--- config.mk ---
export PLATFORM = sky130hd
export DESIGN_NAME = reg_fault_supervisor
export DESIGN_NICKNAME = d
export VERILOG_FILES = /design/src/rtl/rfs_pkg.sv /design/src/rtl/rfs_persist_cnt.sv /design/src/rtl/rfs_oc_ctrl.sv /design/src/rtl/reg_fault_supervisor.sv
export SDC_FILE = /design/constraint.sdc
export NUM_CORES = 1
export LEC_CHECK = 0
export ABC_CLOCK_PERIOD_IN_PS = 5410
export BUFFER_PORTS_ARGS = -buffer_cell sky130_fd_sc_hd__buf_2
export CORE_MARGIN = 3
export CORE_UTILIZATION = 50
export CTS_CLUSTER_DIAMETER = 100
export DETAILED_ROUTE_END_ITERATION = 7
export PLACE_DENSITY_LB_ADDON = 0.3
export SYNTH_ARGS = -nofsm -noshare
export SYNTH_HDL_FRONTEND = slang
export SYNTH_SLANG_ARGS = --single-unit
--- constraint.sdc ---
create_clock -name clk -period 5.41 [get_ports clk]
set_input_delay 0.541 -clock clk [delete_from_list [all_inputs] [get_ports clk]]
set_output_delay 0.541 -clock clk [all_outputs]
set_load 0.01 [all_outputs]
--- src/rtl/rfs_pkg.sv ---
package rfs_pkg;
   typedef enum logic [1:0] {
      OC_IDLE  = 2'd0,
      OC_SKIP  = 2'd1,
      OC_WATCH = 2'd2,
      OC_FAULT = 2'd3
   } oc_state_e;
endpackage

--- src/rtl/rfs_persist_cnt.sv ---
// Counts consecutive enabled samples with cond high; hit on the LIMIT-th one.
module rfs_persist_cnt #(
   parameter int LIMIT = 16
) (
   input  logic clk,
   input  logic rst_n,
   input  logic clr,
   input  logic en,
   input  logic cond,
   output logic hit
);
   localparam int CW = $clog2(LIMIT + 1);

   if (LIMIT < 1) begin : g_bad_limit
      $error("rfs_persist_cnt: LIMIT must be at least 1");
   end

   logic [CW-1:0] cnt_q;

   assign hit = en && cond && (cnt_q == CW'(LIMIT - 1));

   always_ff @(posedge clk or negedge rst_n) begin
      if (!rst_n)                cnt_q <= '0;
      else if (clr)              cnt_q <= '0;
      else if (en && !cond)      cnt_q <= '0;
      else if (en && !hit)       cnt_q <= cnt_q + 1'b1;
   end

   p_cnt_bounded_r5: assert property (@(posedge clk) disable iff (!rst_n)
      cnt_q <= CW'(LIMIT - 1));
endmodule

--- src/rtl/rfs_oc_ctrl.sv ---
// Over-current pulse skipping with recurrence watch window.
module rfs_oc_ctrl
   import rfs_pkg::*;
#(
   parameter int SKIP_N  = 8,
   parameter int WATCH_N = 8
) (
   input  logic clk,
   input  logic rst_n,
   input  logic clr,
   input  logic tick,
   input  logic ilim,
   input  logic ss_active,
   output logic skip,
   output logic set_fault
);
   localparam int MAXN = (SKIP_N > WATCH_N) ? SKIP_N : WATCH_N;
   localparam int CW   = $clog2(MAXN + 1);

   if (SKIP_N < 1 || WATCH_N < 2) begin : g_bad_cfg
      $error("rfs_oc_ctrl: SKIP_N >= 1 and WATCH_N >= 2 required");
   end

   oc_state_e     st_q, st_d;
   logic [CW-1:0] cnt_q, cnt_d;

   always_comb begin
      st_d      = st_q;
      cnt_d     = cnt_q;
      set_fault = 1'b0;
      if (tick) begin
         unique case (st_q)
            OC_IDLE: if (ilim) begin
               st_d  = OC_SKIP;
               cnt_d = '0;
            end
            OC_SKIP: if (cnt_q == CW'(SKIP_N)) begin
               cnt_d = '0;
               if (ilim && !ss_active) begin
                  st_d      = OC_FAULT;
                  set_fault = 1'b1;
               end else begin
                  st_d = OC_WATCH;
               end
            end else begin
               cnt_d = cnt_q + 1'b1;
            end
            OC_WATCH: if (cnt_q == CW'(WATCH_N - 1)) begin
               cnt_d = '0;
               st_d  = ilim ? OC_SKIP : OC_IDLE;
            end else if (ilim && !ss_active) begin
               cnt_d     = '0;
               st_d      = OC_FAULT;
               set_fault = 1'b1;
            end else begin
               cnt_d = cnt_q + 1'b1;
            end
            default: ;
         endcase
      end
   end

   always_ff @(posedge clk or negedge rst_n) begin
      if (!rst_n) begin
         st_q  <= OC_IDLE;
         cnt_q <= '0;
      end else if (clr) begin
         st_q  <= OC_IDLE;
         cnt_q <= '0;
      end else begin
         st_q  <= st_d;
         cnt_q <= cnt_d;
      end
   end

   assign skip = (st_q == OC_SKIP);

   p_skip_entry_r1: assert property (@(posedge clk) disable iff (!rst_n)
      (st_q == OC_SKIP && $past(st_q) == OC_IDLE) |-> $past(tick && ilim));
   p_no_oc_fault_in_ss_r4: assert property (@(posedge clk) disable iff (!rst_n)
      (st_q == OC_FAULT && $past(st_q) != OC_FAULT) |-> !$past(ss_active));
   p_fault_from_window_r2: assert property (@(posedge clk) disable iff (!rst_n)
      (st_q == OC_FAULT && $past(st_q) != OC_FAULT) |->
         ($past(st_q) == OC_SKIP || $past(st_q) == OC_WATCH));
endmodule

--- src/rtl/reg_fault_supervisor.sv ---
module reg_fault_supervisor #(
   parameter int SKIP_N     = 8,
   parameter int WATCH_N    = 8,
   parameter int OVP_N      = 16,
   parameter int SHORT_CLKS = 3500
) (
   input  logic clk,
   input  logic rst_n,
   input  logic cyc_tick,
   input  logic hs_sample,
   input  logic ilim_det,
   input  logic ovp_det,
   input  logic hs_err,
   input  logic fb_low,
   input  logic vout_high,
   input  logic ss_active,
   input  logic ot_trip,
   input  logic ot_release,
   input  logic sleep_ok,
   input  logic enable,
   input  logic reg_ok,
   output logic hs_inhibit,
   output logic fault_latched,
   output logic therm_shut,
   output logic por_pulse,
   output logic pgood,
   output logic tt_enable
);
   localparam int FB_LIMIT = SHORT_CLKS + 1;

   if (OVP_N < 2 || SHORT_CLKS < 1) begin : g_bad_cfg
      $error("reg_fault_supervisor: OVP_N >= 2 and SHORT_CLKS >= 1 required");
   end

   logic oc_skip, oc_fault, ovp_hit, fb_hit, hs_hit, any_fault;
   logic fault_q, shut_q, por_q;

   rfs_oc_ctrl #(.SKIP_N(SKIP_N), .WATCH_N(WATCH_N)) u_oc (
      .clk(clk), .rst_n(rst_n), .clr(por_q), .tick(cyc_tick),
      .ilim(ilim_det), .ss_active(ss_active),
      .skip(oc_skip), .set_fault(oc_fault)
   );

   rfs_persist_cnt #(.LIMIT(OVP_N)) u_ovp (
      .clk(clk), .rst_n(rst_n), .clr(por_q), .en(cyc_tick),
      .cond(ovp_det), .hit(ovp_hit)
   );

   rfs_persist_cnt #(.LIMIT(FB_LIMIT)) u_fbshort (
      .clk(clk), .rst_n(rst_n), .clr(por_q), .en(1'b1),
      .cond(ss_active && vout_high && fb_low), .hit(fb_hit)
   );

   assign hs_hit    = hs_sample && hs_err;
   assign any_fault = oc_fault || ovp_hit || fb_hit || hs_hit;

   always_ff @(posedge clk or negedge rst_n) begin
      if (!rst_n) begin
         fault_q <= 1'b0;
         shut_q  <= 1'b0;
         por_q   <= 1'b0;
      end else begin
         fault_q <= any_fault || (fault_q && !por_q);
         por_q   <= shut_q && ot_release && !ot_trip;
         if (ot_trip)         shut_q <= 1'b1;
         else if (ot_release) shut_q <= 1'b0;
      end
   end

   assign fault_latched = fault_q;
   assign therm_shut    = shut_q;
   assign por_pulse     = por_q;
   assign pgood         = reg_ok && enable && !fault_q && !shut_q;
   assign tt_enable     = sleep_ok && pgood;
   assign hs_inhibit    = !enable || fault_q || shut_q || oc_skip;

   p_ovp_sets_latch_r5: assert property (@(posedge clk) disable iff (!rst_n)
      ovp_hit |=> fault_latched);
   p_fb_sets_latch_r7: assert property (@(posedge clk) disable iff (!rst_n)
      fb_hit |=> fault_latched);
   p_latch_sticky_r11: assert property (@(posedge clk) disable iff (!rst_n)
      (fault_latched && !por_pulse) |=> fault_latched);
   p_por_single_r9: assert property (@(posedge clk) disable iff (!rst_n)
      por_pulse |=> !por_pulse);
   p_shut_blocks_pgood_r9: assert property (@(posedge clk) disable iff (!rst_n)
      therm_shut |-> (!pgood && hs_inhibit));
endmodule

==> metrics.csv, run 1 <==
stage,metric,value,unit
run_status,status,finished clean,
timing,rsz0062_at_grt,no,
clock_network,cts_resized,0,
floorplan,rows,19,
timing,fin_crit_sh,35.43,%
critical_path,arrival,2140,ps
cells_and_area,fill_cells,249,
routing,vias,1262,
timing,finClkSkew,9.980,ps
cells_and_area,final_cells,217,
cells_and_area,nets,211,
timing,setup_viol,0,
critical_path,worstPathMaxFanout,6,
pwr,max-vdd-ir-drop,176.5,uV
worst_hold_path,hp-class,input port to asynchronous set/reset pin,
timing,setup_ws,3493,ps
critical_path,worstSetupPathType,register to register,
pwr,p_seq_share,43.4,%
cells_and_area,fin_area,1724,um^2
critical_path,crit_path_cell_trace,"inv_1, ha_1, or3_1, and3_4, and3b_1, mux2_2",
critical_path,cp_slowest_cell,or3_1,
timing,fin_setup_tns,0,ps
logic_synthesis,async_reset_ff_share,100.0,%
critical_path,slowest_delay,410,ps
logic_synthesis,synth.net_count,189,
pwr,comb_power_share,30.4,%
timing,finalCriticalPeriod,1917,ps
routing,detail_route.vias_per_cell,5.816,
floorplan,core_area,2853,um^2
pwr,intPower,353.1,uW
flow_run,drv_cap,0,
cells_and_area,layout_commonest_cell,dfrtp_1,
placement,dpl_worst_slack,3530,ps
grt,grt_first_pass_wirelength,5223,um
timing,slew_viol_final,0,
clock_network,cts_root_buf,clkbuf_4,
grt,grt_usage,18.26,%
clock_network,hold_buffers,0,
placement,hpwl,2298,um
logic_synthesis,synth_top_family_by_area,simple AND/OR/NAND/NOR gates,
timing,tightest_slew,563.9,ps
logic_synthesis,ys_types,41,
grt,antenna_found_initial,0,
floorplan,initial_core_util,54.12,%
grt,overflow,0,
clock_network,cts_buffers,3,
clock_network,clock_latency,330,ps
logic_synthesis,synth_xor_area_share,5.673,%
logic_synthesis,synth_compound_area_share,11.02,%
clock_network,clk_pin_slew,140,ps
placement,place_area,1672,um^2
placement,port-buffer-count,20,
floorplan,ioPinCount,21,
placement,dp.cells,213,
logic_synthesis,synthSimpleGateAreaFrac,27.71,%
floorplan,dieWidth,61.57,um
timing,hold_viol_final,0,
logic_synthesis,yosysWarningCount,0,
routing,wl_per_cell,13.78,um
grt,grt_pass1_vias,1258,
critical_path,start_kind,register,
clock_network,cts_tree,built,
timing,slew_headroom,62.41,%
clock_network,cts.sinks,26,
cells_and_area,area_growth,11.67,%
clock_network,cts_buffer_depth,2,
logic_synthesis,synth-seq-cells,26,
routing,firstDrtPassIters,4,
critical_path,required,5630,ps
logic_synthesis,synth_edf_count,0,
pwr,power_density,294.8,nW/um^2
logic_synthesis,mappedNetlistArea,1544,um^2
routing,wl,2990,um
clock_network,post_cts.repair.setup_buffers,0,
logic_synthesis,synth.area.mux_share,2.755,%
routing,ant_nets,0,
pwr,leakage,0.0007971,uW
floorplan,die_area,3791,um^2
logic_synthesis,syn_inst,165,
cells_and_area,drive_gt1_share,16.13,%
grt,grt_max_degree,27,
routing,drtIter0Drc,46,
cells_and_area,final_cell_mix,"dfrtp_1, nor2_1, buf_2",
timing,fmax,521.8,MHz
pwr,switching_share,30.54,%
logic_synthesis,yosys.area_share.adder,7.293,%
placement,place.gp.congestion,0.8155,
pwr,clockPowerShare,26.2,%
floorplan,fp.dieH,61.57,um
pwr,p_sw,155.2,uW
pwr,power.total,508.3,uW
critical_path,crit_path_end_kind,register,
logic_synthesis,ys_seq_area_share,42.14,%
cells_and_area,diodes,0,
clock_network,cts_max_level,1,
logic_synthesis,avgSynthCellArea,9.357,um^2
logic_synthesis,ys.flop_type,dfrtp_1,
routing,drc,0,
-- cells by family (layout without fill, tap and decap cells) --
group,Yosys count,count (layout)
and+or+nand+nor,77,77
DFF,26,26
AOI/OAI and AO/OA,25,25
buffers and inverters,14,35
xor gates and xnor gates,10,10
adders and majority gates,9,9
muxes,4,4
-- cell type report --
class / instances / area (um^2) / area share [%]
clock buffers: 3 / 22.52 / 1.306
clock inverters: 1 / 30.03 / 1.742
inverters: 11 / 41.29 / 2.395
multi-input cells: 125 / 840.8 / 48.77
flip-flops and latches: 26 / 650.6 / 37.74
well taps: 31 / 38.79 / 2.250
repair buffers: 20 / 100.1 / 5.806
-- cells in the mapped netlist (2+ instances only) --
| cell type | number | area [um^2] |
|---|---|---|
| xor2_1 | 6 | 52.55 |
| nand4b_1 | 3 | 26.28 |
| nand2_1 | 15 | 56.30 |
| a211o_1 | 2 | 17.52 |
| nor3_1 | 2 | 10.01 |
| and2_1 | 2 | 12.51 |
| or3_1 | 2 | 12.51 |
| and3_1 | 2 | 12.51 |
| mux2_2 | 2 | 22.52 |
| nand2b_1 | 2 | 12.51 |
| nand3b_1 | 4 | 30.03 |
| mux2i_1 | 2 | 20.02 |
| a21oi_1 | 3 | 15.01 |
| xnor2_1 | 4 | 35.03 |
| a22o_1 | 2 | 17.52 |
| o21ai_0 | 5 | 25.02 |
| a32oi_1 | 2 | 17.52 |
| inv_1 | 11 | 41.29 |
| a22oi_1 | 2 | 15.01 |
| nand3_1 | 6 | 30.03 |
| dfrtp_1 | 26 | 650.6 |
| nor2_1 | 22 | 82.58 |
| ha_1 | 9 | 112.6 |
| nor2b_1 | 3 | 18.77 |
| nand4_1 | 3 | 18.77 |
| a21o_1 | 3 | 22.52 |
| and3b_1 | 2 | 17.52 |
| a31oi_1 | 4 | 25.02 |
| clkbuf_1 | 2 | 7.510 |
-- metal layers --
metal	up-vias	wire length, um	track usage [%]
met5	-	0	0
met4	0	46	8.485
met3	5	142	3.354
met2	29	1390	30.19
met1	602	1411	23.01
li1	626	-	-
-- registers in the layout, indices dropped and copies added (netlist names) --
register and count:
therm_shut 1, u_ovp.cnt_q 5, u_oc.st_q 2, u_fbshort.cnt_q 12, fault_latched 1, u_oc.cnt_q 4, por_pulse 1
-- worst max-delay path, delay by kind of cell (launching register included) --
kind | cells | cell delay (ps)
DFF | 1 | 380
and+or+nand+nor | 3 | 810
muxes | 1 | 280
buffers and inverters | 1 | 80
adders and majority gates | 1 | 270
-- worst paths after layout --
check                                          from                        endpoint  slack, ps  cells past startpoint
min in group clk                            ot_trip             por_pulse$_DFF_PN0_        350                      2
max in group asynchronous                     rst_n  u_fbshort.cnt_q[0]$_DFFE_PN0P_       4850                      1
hold reg to reg              therm_shut$_DFFE_PN0P_          therm_shut$_DFFE_PN0P_        550                      1
setup reg to reg           u_oc.st_q[0]$_DFFE_PN0P_       u_oc.cnt_q[0]$_DFFE_PN0P_       3490                      6
hold / removal                                rst_n  u_fbshort.cnt_q[6]$_DFFE_PN0P_        180                      1
setup / recovery           u_oc.st_q[0]$_DFFE_PN0P_       u_oc.cnt_q[0]$_DFFE_PN0P_       3490                      6
-- power by group through the flow --
stage	Clock [uW]	Sequential, uW	Combinational, uW
final	133	220	155
after global routing	146	222	175
after CTS	137	221	153
after detailed placement	0	224	153
after global placement	0	223	147
after floorplan	0	222	115
-- through the flow --
| stage | util [%] | hold slack, ps |
|---|---|---|
| 4_1_cts | 60.44 | 199.0 |
| 6_report | 60.44 | 183.4 |
| 3_5_place_dp | 58.60 | 517.9 |
| 2_1_floorplan | - | 245.4 |
| 3_3_place_gp | 58.60 | 507.3 |
| 5_1_grt | 60.44 | 193.7 |
Note: power is estimated with default switching activity, not from simulation.
==> inputs of run 2 (changes only) <==
--- a/config.mk
+++ b/config.mk
@@ -5,7 +5,7 @@
 export SDC_FILE = /design/constraint.sdc
 export NUM_CORES = 1
 export LEC_CHECK = 0
-export ABC_CLOCK_PERIOD_IN_PS = 5410
+export ABC_CLOCK_PERIOD_IN_PS = 1820
 export BUFFER_PORTS_ARGS = -buffer_cell sky130_fd_sc_hd__buf_2
 export CORE_MARGIN = 3
 export CORE_UTILIZATION = 50
==> constraint.sdc (replaced) <==
create_clock -name clk -period 1.82 [get_ports clk]
set_input_delay 0.182 -clock clk [delete_from_list [all_inputs] [get_ports clk]]
set_output_delay 0.182 -clock clk [all_outputs]
set_load 0.01 [all_outputs]
==> metrics.csv, run 2 (same netlist as run 1, synthesis figures left out) <==
stage,metric,value,unit,change
run_status,status,finished clean,,
placement,hpwl,2451,um,+6.6%
routing,drtIter0Drc,61,,+33%
timing,fmax,561.3,MHz,+7.6%
critical_path,path_delay_family,simple AND/OR/NAND/NOR gates,,
cells_and_area,diodes,0,,unchanged
clock_network,cts_buffer_depth,2,,unchanged
pwr,power_density,828.2,nW/um^2,+180%
clock_network,post_cts.repair.setup_buffers,0,,unchanged
routing,wl_per_cell,14.30,um,+3.8%
routing,vias,1305,,+3.4%
clock_network,cts.sinks,26,,unchanged
clock_network,clock_latency,320,ps,about the same
grt,overflow,0,,unchanged
timing,finalCriticalPeriod,1782,ps,-135.0 ps
placement,place.gp.congestion,0.8215,,+0.74%
critical_path,crit_path_end_kind,register,,
routing,firstDrtPassIters,4,,unchanged
cells_and_area,drive_gt1_share,21.76,%,+5.6 points
floorplan,dieWidth,61.57,um,unchanged
critical_path,regToRegStartpoint,u_oc.st_q[0]$_DFFE_PN0P_,,
timing,slew_headroom,61.99,%,-0.42 points
critical_path,r2r_cells,6,,unchanged
floorplan,die_area,3791,um^2,unchanged
cells_and_area,nets,218,,+3.3%
critical_path,r2r_slack,40,ps,-3460 ps
cells_and_area,largest_register_ffs,12,,unchanged
floorplan,rows,19,,unchanged
clock_network,clk_pin_slew,140,ps,about the same
grt,grt_first_pass_wirelength,5526,um,+5.8%
worst_hold_path,hold_end,por_pulse$_DFF_PN0_,,
grt,antenna_found_initial,0,,unchanged
routing,detail_route.vias_per_cell,5.826,,+0.18%
clock_network,cts_buffers,3,,unchanged
timing,setup_viol,0,,unchanged
routing,drc,0,,unchanged
timing,hold_viol_final,0,,unchanged
critical_path,crit_path_cell_trace,"inv_2, ha_2, or3_4, and3_4, and3b_2, mux2_2",,
critical_path,cp_slowest_cell,dfrtp_1,,
placement,port-buffer-count,20,,unchanged
worst_hold_path,hp-start,ot_release,,
flow_run,drv_cap,0,,unchanged
clock_network,cts_tree,built,,
timing,tightest_slew,570.1,ps,+6.245 ps
critical_path,worstSetupPathType,register to register,,
grt,grt_usage,19.71,%,+1.5 points
worst_hold_path,hp-class,input port to register,,
clock_network,cts_max_level,1,,unchanged
worst_hold_path,min_path_cells,3,,
cells_and_area,largest_registers,"u_fbshort.cnt_q (12), u_ovp.cnt_q (5), u_oc.cnt_q (4)",,
critical_path,worstPathMaxFanout,4,,-2
critical_path,cp.buffers_inverters,1,,unchanged
timing,hold_ws,65.68,ps,-117.7 ps
floorplan,core_area,2853,um^2,unchanged
routing,wl,3203,um,+7.1%
timing,rsz0062_at_grt,yes,,
floorplan,initial_core_util,54.12,%,unchanged
critical_path,slowest_delay,390,ps,-20 ps
timing,slew_viol_final,0,,unchanged
critical_path,required,2050,ps,-3580 ps
cells_and_area,regMostFlops,u_fbshort.cnt_q,,
pwr,leakage,0.0008220,uW,+3.1%
grt,grt_max_degree,27,,unchanged
critical_path,start_kind,register,,
critical_path,rr_endpoint,u_oc.cnt_q[0]$_DFFE_PN0P_,,
clock_network,cts_root_buf,clkbuf_4,,
cells_and_area,final_cell_mix,"dfrtp_1, nor2_1, buf_2",,
pwr,power.total,1478,uW,+190%
cells_and_area,area_growth,15.56,%,
timing,finClkSkew,11.24,ps,+1.255 ps
cells_and_area,layout_commonest_cell,dfrtp_1,,
grt,grt_pass1_vias,1314,,+4.5%
pwr,max-vdd-ir-drop,543.2,uV,+210%
floorplan,fp.dieH,61.57,um,unchanged
floorplan,ioPinCount,21,,unchanged
critical_path,arrival,2010,ps,-130 ps
routing,ant_nets,0,,unchanged
timing,fin_crit_sh,97.89,%,+62 points
## run 2: changes by cell type in the layout (fill, tap and decap cells not counted), sizes merged
cell         before  now
buf              20   25
bufinv            1    0
clkbuf            3    4
dlygate4sd3       0    2
## run 2: worst max-delay path by stage
stage / startpoint / end / slack, ps / cells after the start
after global routing: u_oc.st_q[1]$_DFFE_PN0P_ / u_oc.cnt_q[0]$_DFFE_PN0P_ / -10 / 6
after floorplan: u_oc.st_q[0]$_DFFE_PN0P_ / u_oc.cnt_q[0]$_DFFE_PN0P_ / 60 / 6
after global placement: u_oc.st_q[0]$_DFFE_PN0P_ / u_oc.cnt_q[0]$_DFFE_PN0P_ / 100 / 6
after CTS: u_oc.st_q[0]$_DFFE_PN0P_ / u_oc.cnt_q[0]$_DFFE_PN0P_ / 20 / 6
after detailed placement: u_oc.st_q[0]$_DFFE_PN0P_ / u_oc.cnt_q[0]$_DFFE_PN0P_ / 30 / 6
final: u_oc.st_q[0]$_DFFE_PN0P_ / u_oc.cnt_q[0]$_DFFE_PN0P_ / 40 / 6
## run 2: what timing repair did
| item | 4_1_cts | 5_1_grt |
|---|---|---|
| resized for setup | 0 | 7 |
| hold buffers | 2 | 0 |
| setup endpoints to repair | 0 | 4 |
| hold endpoints to repair | 27 | 0 |
## run 2: area by class of cell
cell class	count	area (um^2)
Sequential cell	26	650.6
Inverter	11	41.29
Fill cell	244	1069
Clock buffer	4	36.28
Tap cell	31	38.79
Timing Repair Buffer	27	157.7
Multi-Input combinational cell	125	859.6
## run 2: power by group
group | total (uW) | switching (uW) | internal [uW]
clock | 287 | 165 | 122
sequential | 659 | 37.7 | 621
combinational | 532 | 278 | 254
## run 2: metrics by stage
| stage | utilization (%) | setup TNS [ps] | instance area (um^2) | cells | worst slack, ps |
|---|---|---|---|---|---|
| 5_1_grt | 62.54 | -14.64 | 1784 | 224 | -14.64 |
| 6_report | 62.54 | 0 | 1784 | 224 | 38.41 |
| 4_1_cts | 61.89 | 0 | 1765 | 224 | 17.03 |
| 3_5_place_dp | 59.91 | 0 | 1709 | 218 | 28.79 |
| 3_3_place_gp | 59.91 | 0 | 1709 | 218 | 95.43 |
| 2_1_floorplan | - | 0 | 1544 | 165 | 62.70 |
## run 2: tightest hold or removal path: cells and delay by family
family,cells,cell delay [ps]
simple gates,2,90
buf+inv,1,100
## run 2: per-layer routing
layer  part of all wire (%)  global-route usage [%]
met1                     43                   23.36
met2                     48                   34.98
met3                    6.7                   4.193
met4                    1.7                   6.970
met5                      0                       0
